**src/rtl/twospeed_clk_pkg.sv**
```systemverilog
package twospeed_clk_pkg;
  typedef enum logic [1:0] {
    RM_RESET = 2'd0,
    RM_INT   = 2'd1,
    RM_PRI   = 2'd2,
    RM_SLEEP = 2'd3
  } run_mode_e;

  typedef enum logic [1:0] {
    PH_OST  = 2'd0,
    PH_PLL  = 2'd1,
    PH_SYNC = 2'd2,
    PH_DONE = 2'd3
  } phase_e;

  localparam logic [2:0] MODE_XTAL_PLL = 3'd3;
  localparam logic [2:0] MODE_XTAL_TOP = 3'd4;

  function automatic logic is_crystal(input logic [2:0] mode);
    return mode < MODE_XTAL_TOP;
  endfunction
endpackage

```
**src/rtl/twospeed_tick_sync.sv**
```systemverilog
module twospeed_tick_sync #(
  parameter int STAGES = 2
) (
  input  logic clk_i,
  input  logic rst_ni,
  input  logic tick_i,
  output logic rise_o
);
  localparam int LAST = (STAGES < 2) ? 2 : STAGES;

  logic [LAST:0] sh_q;

  always_ff @(posedge clk_i or negedge rst_ni) begin
    if (!rst_ni) sh_q <= '0;
    else         sh_q <= {sh_q[LAST-1:0], tick_i};
  end

  assign rise_o = sh_q[LAST-1] & ~sh_q[LAST];
endmodule

```
**src/rtl/twospeed_startup_cnt.sv**
```systemverilog
module twospeed_startup_cnt
  import twospeed_clk_pkg::*;
#(
  parameter int OST_TICKS  = 1024,
  parameter int SYNC_TICKS = 3,
  parameter int PLL_W      = 20
) (
  input  logic             clk_i,
  input  logic             rst_ni,
  input  logic             run_i,
  input  logic             pll_mode_i,
  input  logic [PLL_W-1:0] pll_delay_i,
  input  logic             rise_i,
  output logic             done_o
);
  localparam int MAXT = (OST_TICKS > SYNC_TICKS) ? OST_TICKS : SYNC_TICKS;
  localparam int CW   = (MAXT < 2) ? 1 : $clog2(MAXT);
  localparam logic [CW-1:0] OST_LAST  = CW'(OST_TICKS - 1);
  localparam logic [CW-1:0] SYNC_LAST = CW'(SYNC_TICKS - 1);

  phase_e           phase_q;
  logic [CW-1:0]    cnt_q;
  logic [PLL_W-1:0] pll_q;

  always_ff @(posedge clk_i or negedge rst_ni) begin
    if (!rst_ni) begin
      phase_q <= PH_OST;
      cnt_q   <= '0;
      pll_q   <= '0;
    end else if (!run_i) begin
      phase_q <= PH_OST;
      cnt_q   <= '0;
      pll_q   <= '0;
    end else begin
      unique case (phase_q)
        PH_OST: if (rise_i) begin
          if (cnt_q == OST_LAST) begin
            cnt_q   <= '0;
            phase_q <= pll_mode_i ? PH_PLL : PH_SYNC;
          end else begin
            cnt_q <= cnt_q + 1'b1;
          end
        end
        // lock wait in controller cycles, primary edges ignored
        PH_PLL: begin
          if (pll_q >= pll_delay_i) phase_q <= PH_SYNC;
          else                      pll_q   <= pll_q + 1'b1;
        end
        PH_SYNC: if (rise_i) begin
          if (cnt_q == SYNC_LAST) phase_q <= PH_DONE;
          else                    cnt_q   <= cnt_q + 1'b1;
        end
        default: phase_q <= PH_DONE;
      endcase
    end
  end

  assign done_o = (phase_q == PH_DONE);
endmodule

```
**src/rtl/twospeed_src_fsm.sv**
```systemverilog
module twospeed_src_fsm
  import twospeed_clk_pkg::*;
(
  input  logic      clk_i,
  input  logic      rst_ni,
  input  logic      fast_i,
  input  logic      por_i,
  input  logic      pwrt_done_i,
  input  logic      sleep_req_i,
  input  logic      wake_i,
  input  logic      cnt_done_i,
  output run_mode_e mode_o,
  output logic      sel_o,
  output logic      flag_o,
  output logic      cnt_run_o
);
  run_mode_e state_q, state_d;
  logic      sel_q, flag_q;

  always_comb begin
    state_d = state_q;
    if (por_i) begin
      state_d = RM_RESET;
    end else begin
      unique case (state_q)
        RM_RESET: if (pwrt_done_i) state_d = fast_i ? RM_INT : RM_PRI;
        RM_INT: begin
          if (sleep_req_i)     state_d = RM_SLEEP;
          else if (cnt_done_i) state_d = RM_PRI;
        end
        RM_PRI:   if (sleep_req_i) state_d = RM_SLEEP;
        RM_SLEEP: if (wake_i)      state_d = fast_i ? RM_INT : RM_PRI;
        default:  state_d = RM_RESET;
      endcase
    end
  end

  always_ff @(posedge clk_i or negedge rst_ni) begin
    if (!rst_ni) begin
      state_q <= RM_RESET;
      sel_q   <= 1'b0;
      flag_q  <= 1'b0;
    end else begin
      state_q <= state_d;
      sel_q   <= (state_d == RM_PRI);
      flag_q  <= (state_d == RM_PRI);
    end
  end

  assign mode_o    = state_q;
  assign sel_o     = sel_q;
  assign flag_o    = flag_q;
  assign cnt_run_o = (state_q == RM_INT);
endmodule

```
**src/rtl/twospeed_clk_ctrl.sv**
```systemverilog
module twospeed_clk_ctrl
  import twospeed_clk_pkg::*;
#(
  parameter int OST_TICKS   = 1024,
  parameter int SYNC_TICKS  = 3,
  parameter int PLL_W       = 20,
  parameter int SYNC_STAGES = 2
) (
  input  logic             clk_i,
  input  logic             rst_ni,
  input  logic             fast_start_en_i,
  input  logic [2:0]       osc_mode_i,
  input  logic             por_i,
  input  logic             pwrt_done_i,
  input  logic             sleep_req_i,
  input  logic             wake_i,
  input  logic             pri_tick_i,
  input  logic [PLL_W-1:0] pll_delay_i,
  output logic             clk_sel_o,
  output logic             pri_active_o,
  output logic [1:0]       run_mode_o
);
  logic      rise, cnt_run, cnt_done, fast, pll_mode;
  run_mode_e mode;

  assign fast     = fast_start_en_i & is_crystal(osc_mode_i);
  assign pll_mode = (osc_mode_i == MODE_XTAL_PLL);

  twospeed_tick_sync #(.STAGES(SYNC_STAGES)) u_sync (
    .clk_i  (clk_i),
    .rst_ni (rst_ni),
    .tick_i (pri_tick_i),
    .rise_o (rise)
  );

  twospeed_startup_cnt #(
    .OST_TICKS  (OST_TICKS),
    .SYNC_TICKS (SYNC_TICKS),
    .PLL_W      (PLL_W)
  ) u_cnt (
    .clk_i       (clk_i),
    .rst_ni      (rst_ni),
    .run_i       (cnt_run),
    .pll_mode_i  (pll_mode),
    .pll_delay_i (pll_delay_i),
    .rise_i      (rise),
    .done_o      (cnt_done)
  );

  twospeed_src_fsm u_fsm (
    .clk_i       (clk_i),
    .rst_ni      (rst_ni),
    .fast_i      (fast),
    .por_i       (por_i),
    .pwrt_done_i (pwrt_done_i),
    .sleep_req_i (sleep_req_i),
    .wake_i      (wake_i),
    .cnt_done_i  (cnt_done),
    .mode_o      (mode),
    .sel_o       (clk_sel_o),
    .flag_o      (pri_active_o),
    .cnt_run_o   (cnt_run)
  );

  assign run_mode_o = mode;
endmodule

```
**config.mk**
```make
export PLATFORM = sky130hd
export DESIGN_NAME = twospeed_clk_ctrl
export DESIGN_NICKNAME = d
export VERILOG_FILES = /design/src/rtl/twospeed_clk_pkg.sv /design/src/rtl/twospeed_tick_sync.sv /design/src/rtl/twospeed_startup_cnt.sv /design/src/rtl/twospeed_src_fsm.sv /design/src/rtl/twospeed_clk_ctrl.sv
export SDC_FILE = /design/constraint.sdc
export NUM_CORES = 1
export LEC_CHECK = 0
export ABC_AREA = 1
export ABC_CLOCK_PERIOD_IN_PS = 2400
export CELL_PAD_IN_SITES_DETAIL_PLACEMENT = 1
export CELL_PAD_IN_SITES_GLOBAL_PLACEMENT = 2
export CORE_ASPECT_RATIO = 1.4
export CORE_MARGIN = 1
export CORE_UTILIZATION = 33
export CTS_BUF_LIST = sky130_fd_sc_hd__clkbuf_8
export DETAILED_ROUTE_END_ITERATION = 10
export PLACE_DENSITY_LB_ADDON = 0.1
export SYNTH_ARGS = -nofsm -noshare
export SYNTH_HDL_FRONTEND = slang
export SYNTH_SLANG_ARGS = --single-unit
```
**constraint.sdc**
```tcl
create_clock -name clk_i -period 2.4 [get_ports clk_i]
set_input_delay 0.48 -clock clk_i [delete_from_list [all_inputs] [get_ports clk_i]]
set_output_delay 0.48 -clock clk_i [all_outputs]
set_load 0.05 [all_outputs]
```
Yosys cells after proc, flatten, opt, wreduce, memory -nomap -nowiden
Index checks and enable logic that the tools add are counted.
{"block": "word_totals", "out_inout_bits": 4, "in_bits": 31, "reg_bits": 38, "wordCells": 62}
{"block": "classes", "n_addsub": 2, "reduce_logical": 5, "bitwise_logic": 3, "n_eq_ne": 19, "mux": 25, "magnitude_cmp": 2}
{"op": "$mux W20", "count": 3}
{"op": "$mux W10", "count": 5}
{"op": "$mux W2", "count": 14}
{"op": "$ne A3 B3 Y1 const B", "count": 7}
{"op": "$add A20 B1 Y20 const B", "count": 1}
{"op": "$ge A20 B20 Y1", "count": 1}
{"op": "$pmux W10 S2", "count": 1}
{"op": "$add A10 B1 Y10 const B", "count": 1}
{"op": "$eq A10 B10 Y1 const B", "count": 1}
{"op": "$eq A10 B2 Y1 const B", "count": 1}
{"op": "$eq A2 B2 Y1 const B", "count": 5}
{"op": "$pmux W2 S4", "count": 1}
{"op": "$pmux W2 S3", "count": 1}
{"op": "$reduce_and A5 Y1", "count": 1}
{"op": "$eq A2 B1 Y1 const B", "count": 2}
{"op": "$logic_not A2 Y1", "count": 2}
{"op": "$ne A2 B2 Y1 const B", "count": 2}
{"op": "$reduce_and A4 Y1", "count": 1}
{"op": "$eq A3 B2 Y1 const B", "count": 1}
{"op": "$lt A3 B3 Y1 const B", "count": 1}
{"op": "$and A1 B1 Y1", "count": 2}
{"op": "$reduce_and A2 Y1", "count": 1}
{"op": "$not A1 Y1", "count": 1}

Logic depth before layout (Yosys ltp)
Gate-level depths: netlist of the first run.
{"block": "depth", "word_depth": 7, "mapped_depth": 16, "mapped_depth_nobuf": 15}

Cells and area by module
From an unflattened synthesis of the first run, not the netlist that was laid out.
{"block": "hier_totals", "cells_unflattened": 419, "hier_area_um2": 2907.8}
{"mod": "twospeed_startup_cnt", "instances": 1, "area_each_um2": 2602.5, "cells_each": 379, "seq_area_each_um2": 800.8}
{"mod": "twospeed_src_fsm", "instances": 1, "area_each_um2": 202.7, "cells_each": 31, "seq_area_each_um2": 75.1}
{"mod": "twospeed_tick_sync", "instances": 1, "area_each_um2": 85.1, "cells_each": 5, "seq_area_each_um2": 75.1}
{"mod": "twospeed_clk_ctrl", "instances": 1, "area_each_um2": 17.5, "cells_each": 4, "seq_area_each_um2": 0.0}

Least setup slack after synthesis of the first run
Ideal clock, no wire load.
{"block": "synth_timing", "path_type": "input to register", "start": "in pll_delay_i[19]", "end": "reg u_cnt.pll_q[7]", "path_stages": 13, "required_ps": 2282, "t_arrival_ps": 1730, "setup_ps": 118, "setup_slack_ps": 552, "path_buffers": 1, "path_cell_list": "inv_1 -> ha_1 -> nand2_1 -> nor2_2 -> nand2_1 -> nor2_1 -> and2_1 -> nor2_4 -> nand2_4 -> nand2_4 -> buf_8 -> nand2_1 -> o21ai_2"}
{"block": "synth_between", "elab_chain_cells": 3}
{"item": "from (decl)", "line": "twospeed_clk_ctrl.sv:18", "source": "input logic [PLL_W-1:0] pll_delay_i,"}
{"item": "$ge A20 B20 Y1", "line": "twospeed_startup_cnt.sv:46", "source": "if (pll_q >= pll_delay_i) phase_q <= PH_SYNC;"}
{"item": "$ne A2 B2 Y1 (no source line)"}
{"item": "$reduce_and A2 Y1 (no source line)"}
{"item": "to (signal assigned)", "line": "twospeed_startup_cnt.sv:47", "source": "else pll_q <= pll_q + 1'b1;"}
{"item": "to (decl)", "line": "twospeed_startup_cnt.sv:23", "source": "logic [PLL_W-1:0] pll_q;"}
No other way between the ends.
A chain may end at the register's enable or synchronous reset.

Final worst setup path of the first run
Ends and elaborated chain as after synthesis.

==> results of run 1 <==
==> area by class of cell <==
type                    count  area, um^2  area share [%]
well taps                 105         131            3.80
repair buffers             40         380            11.0
clock buffers               6        82.6            2.39
flip-flops and latches     38         951            27.5
inverters                  62         233            6.73
clock inverters             2        8.76           0.253
multi-input cells         304        1670            48.3
==> power breakdown <==
part / switching [mW] / total, mW / internal, mW
Combinational: 0.152 / 0.249 / 0.0972
Sequential: 0.0158 / 0.668 / 0.652
Clock: 0.241 / 0.469 / 0.228
==> flip-flops by register name, summed over array words and instances (netlist names) <==
name / flops
u_cnt.cnt_q: 10
u_cnt.phase_q: 2
u_cnt.pll_q: 20
u_fsm.mode_o: 2
u_fsm.sel_o: 1
u_sync.sh_q: 3
==> routing by layer <==
layer,track usage [%],routed length [um]
met3,2.74,192
met1,19.0,3000
met5,0,0
met2,36.7,4360
met4,6.43,138
==> cell families after synthesis <==
logic type,synth area share (%)
AND/OR/NAND/NOR,33.9
buffers and inverters,10.3
AO/OA/AOI/OAI,7.67
flip-flops,32.6
adder cells (fa/ha/maj),9.85
XOR/XNOR,5.70
==> final timing paths <==
kind	endpoint	slack (ns)	cells after the start
worst max-delay path	u_cnt.pll_q[7]$_DFFE_PN0P_	0.19	13
worst min-delay path	u_cnt.pll_q[13]$_DFFE_PN0P_	0.23	2
worst max register to register	u_cnt.pll_q[7]$_DFFE_PN0P_	0.40	15
worst min register to register	u_sync.sh_q[1]$_DFF_PN0_	0.36	0
max in group asynchronous	u_cnt.phase_q[1]$_DFFE_PN0P_	1.80	2
min in group clk_i	u_sync.sh_q[1]$_DFF_PN0_	0.36	0
==> critical path: cells and delay by family <==
family	cells	cell delay, ns
simple gates	9	1.07
fa+ha+maj	1	0.28
buf+inv	2	0.50
compound gates	1	0.05
==> metrics by stage <==
stage	util, %	setup slack [ns]	total power [mW]
final	40.2	0.192	1.39
after global routing	40.2	0.00688	1.46
after CTS	40.2	0.150	1.42
after detailed placement	39.1	-0.178	0.937
after global placement	39.1	-0.147	0.933
after floorplan	-	0.552	0.827
==> cells in the final DEF, fill, tap and decap left out, types with 6 or more instances in the layout <==
cell	n
a21oi_1	17
buf_4	6
clkbuf_8	6
clkdlybuf4s50_1	33
dfrtp_1	38
ha_1	23
inv_1	59
nand2_1	115
nand3_1	33
nand4_1	8
nor2_1	42
nor3_1	8
o21ai_0	10
xor2_1	14
==> results.cfg, run 1 <==
[critical_path]
cp_data_arrival_time_ns = 2.40
cpPeakStageDelay_ns = 0.46
rr_startpoint = u_cnt.pll_q[0]$_DFFE_PN0P_
setup.worst_path.start = pll_delay_i[19]
path_common_cell = nand2_1
worstPathMaxFanout = 23
critical_path.slowest_cell = clkdlybuf4s50_1
cp-start-kind = input pin
crit_chain = clkdlybuf4s50_1, inv_1, ha_1, nand2_1, nor2_2, nand2_1, nor2_1, and2_1, nor2_4, nand2_4, nand2_4, nand2_1, o21ai_2
critPathKind = in -> reg
endpoint_kind = register
critPathRequiredTime_ns = 2.59

[routing]
via_count = 2709
drc = 0
wl_um = 7690
via_per_inst = 4.86
ant_nets = 0
dr.pass1.iters = 4
drtIter0Drc = 76
wire_per_inst_um = 13.8

[synth]
netlist_instances = 413
syn_area_um2 = 2920
synth_seq_cells = 38
yosys_warnings = 0
synth_edf_count = 0
synth_flop_cell = dfrtp_1
yosys-top-cells-count = nand2_1, inv_1, nor2_1
syn_avg_cell_area_um2 = 7.07
ys_seq_area_share_pct = 32.6
synth.distinct_cells = 34
synth.most_common_cell = nand2_1
synthArstFlopShare_pct = 100
synth_area_leader_cell = dfrtp_1
synth_nets = 467
synth_area_leaders = dfrtp_1, nand2_1, ha_1, inv_1, nand3_1
synth_top_area_share_pct = 32.6

[global_route]
grt_pass1_wl_um = 12900
antenna_found_initial = 0
grt_pass1_vias = 2836
gr-usage-all-layers_pct = 18.6
grt-ovfl-total = 0
grt_max_degree = 39

[layout]
fin_area_um2 = 3460
n_antenna_cell = 0
fin_nets = 505
fillers = 1116
stdcell_count = 557
syn_to_final_growth_pct = 18.4
layout-drive-gt1-share_pct = 7.52

[clock_tree]
post-cts-setup-buffer-count = 0
cts_hold_buf = 0
numCtsBuffers = 5
cts_tree = done
max-clock-path-buffers = 2
cts_resized = 0
clk_pin_slew_ns = 0.08
h-tree-depth = 2
cts_sinks = 38
clock_latency_ns = 0.30
clock-root-buffer = clkbuf_8

[sta]
setup_viol = 0
worstMarginPinSlew_ns = 0.522
slew_headroom_pct = 65.2
fin_crit_sh_pct = 92.0
hold_ws_ns = 0.231
min_period_ns = 2.21
fin_setup_tns_ns = 0
skew_ns = 0.00954
slew_violations = 0
rsz0062_at_grt = false
max_freq_mhz = 453
finalHoldViolCount = 0

[placement]
gp_congestion = 0.812
dp_hpwl_um = 6030
post_dp_cell_area_um2 = 3370
dp.cells = 549
numPortBuffers = 34

[die]
die_h_um = 113
initial_utilization_pct = 33.9
ioPinCount = 35
die_w_um = 81.5
die_area_um2 = 9230
rows = 40
core_um2 = 8610

[power]
power_density_nw_per_um2 = 401
p_leak_nw = 1.65
ir_drop_mv = 0.347

[flow_run]
cap_violations = 0

[run_status]
status = completed

[worst_hold_path]
hp-class = in -> async
Note: power is estimated with default switching activity, not from simulation.
==> run 2: changes to the inputs <==
- SLEW_MARGIN: not set -> 20
==> results of run 2 <==
The final DEF is identical to that of run 1; final timing and power are the same.
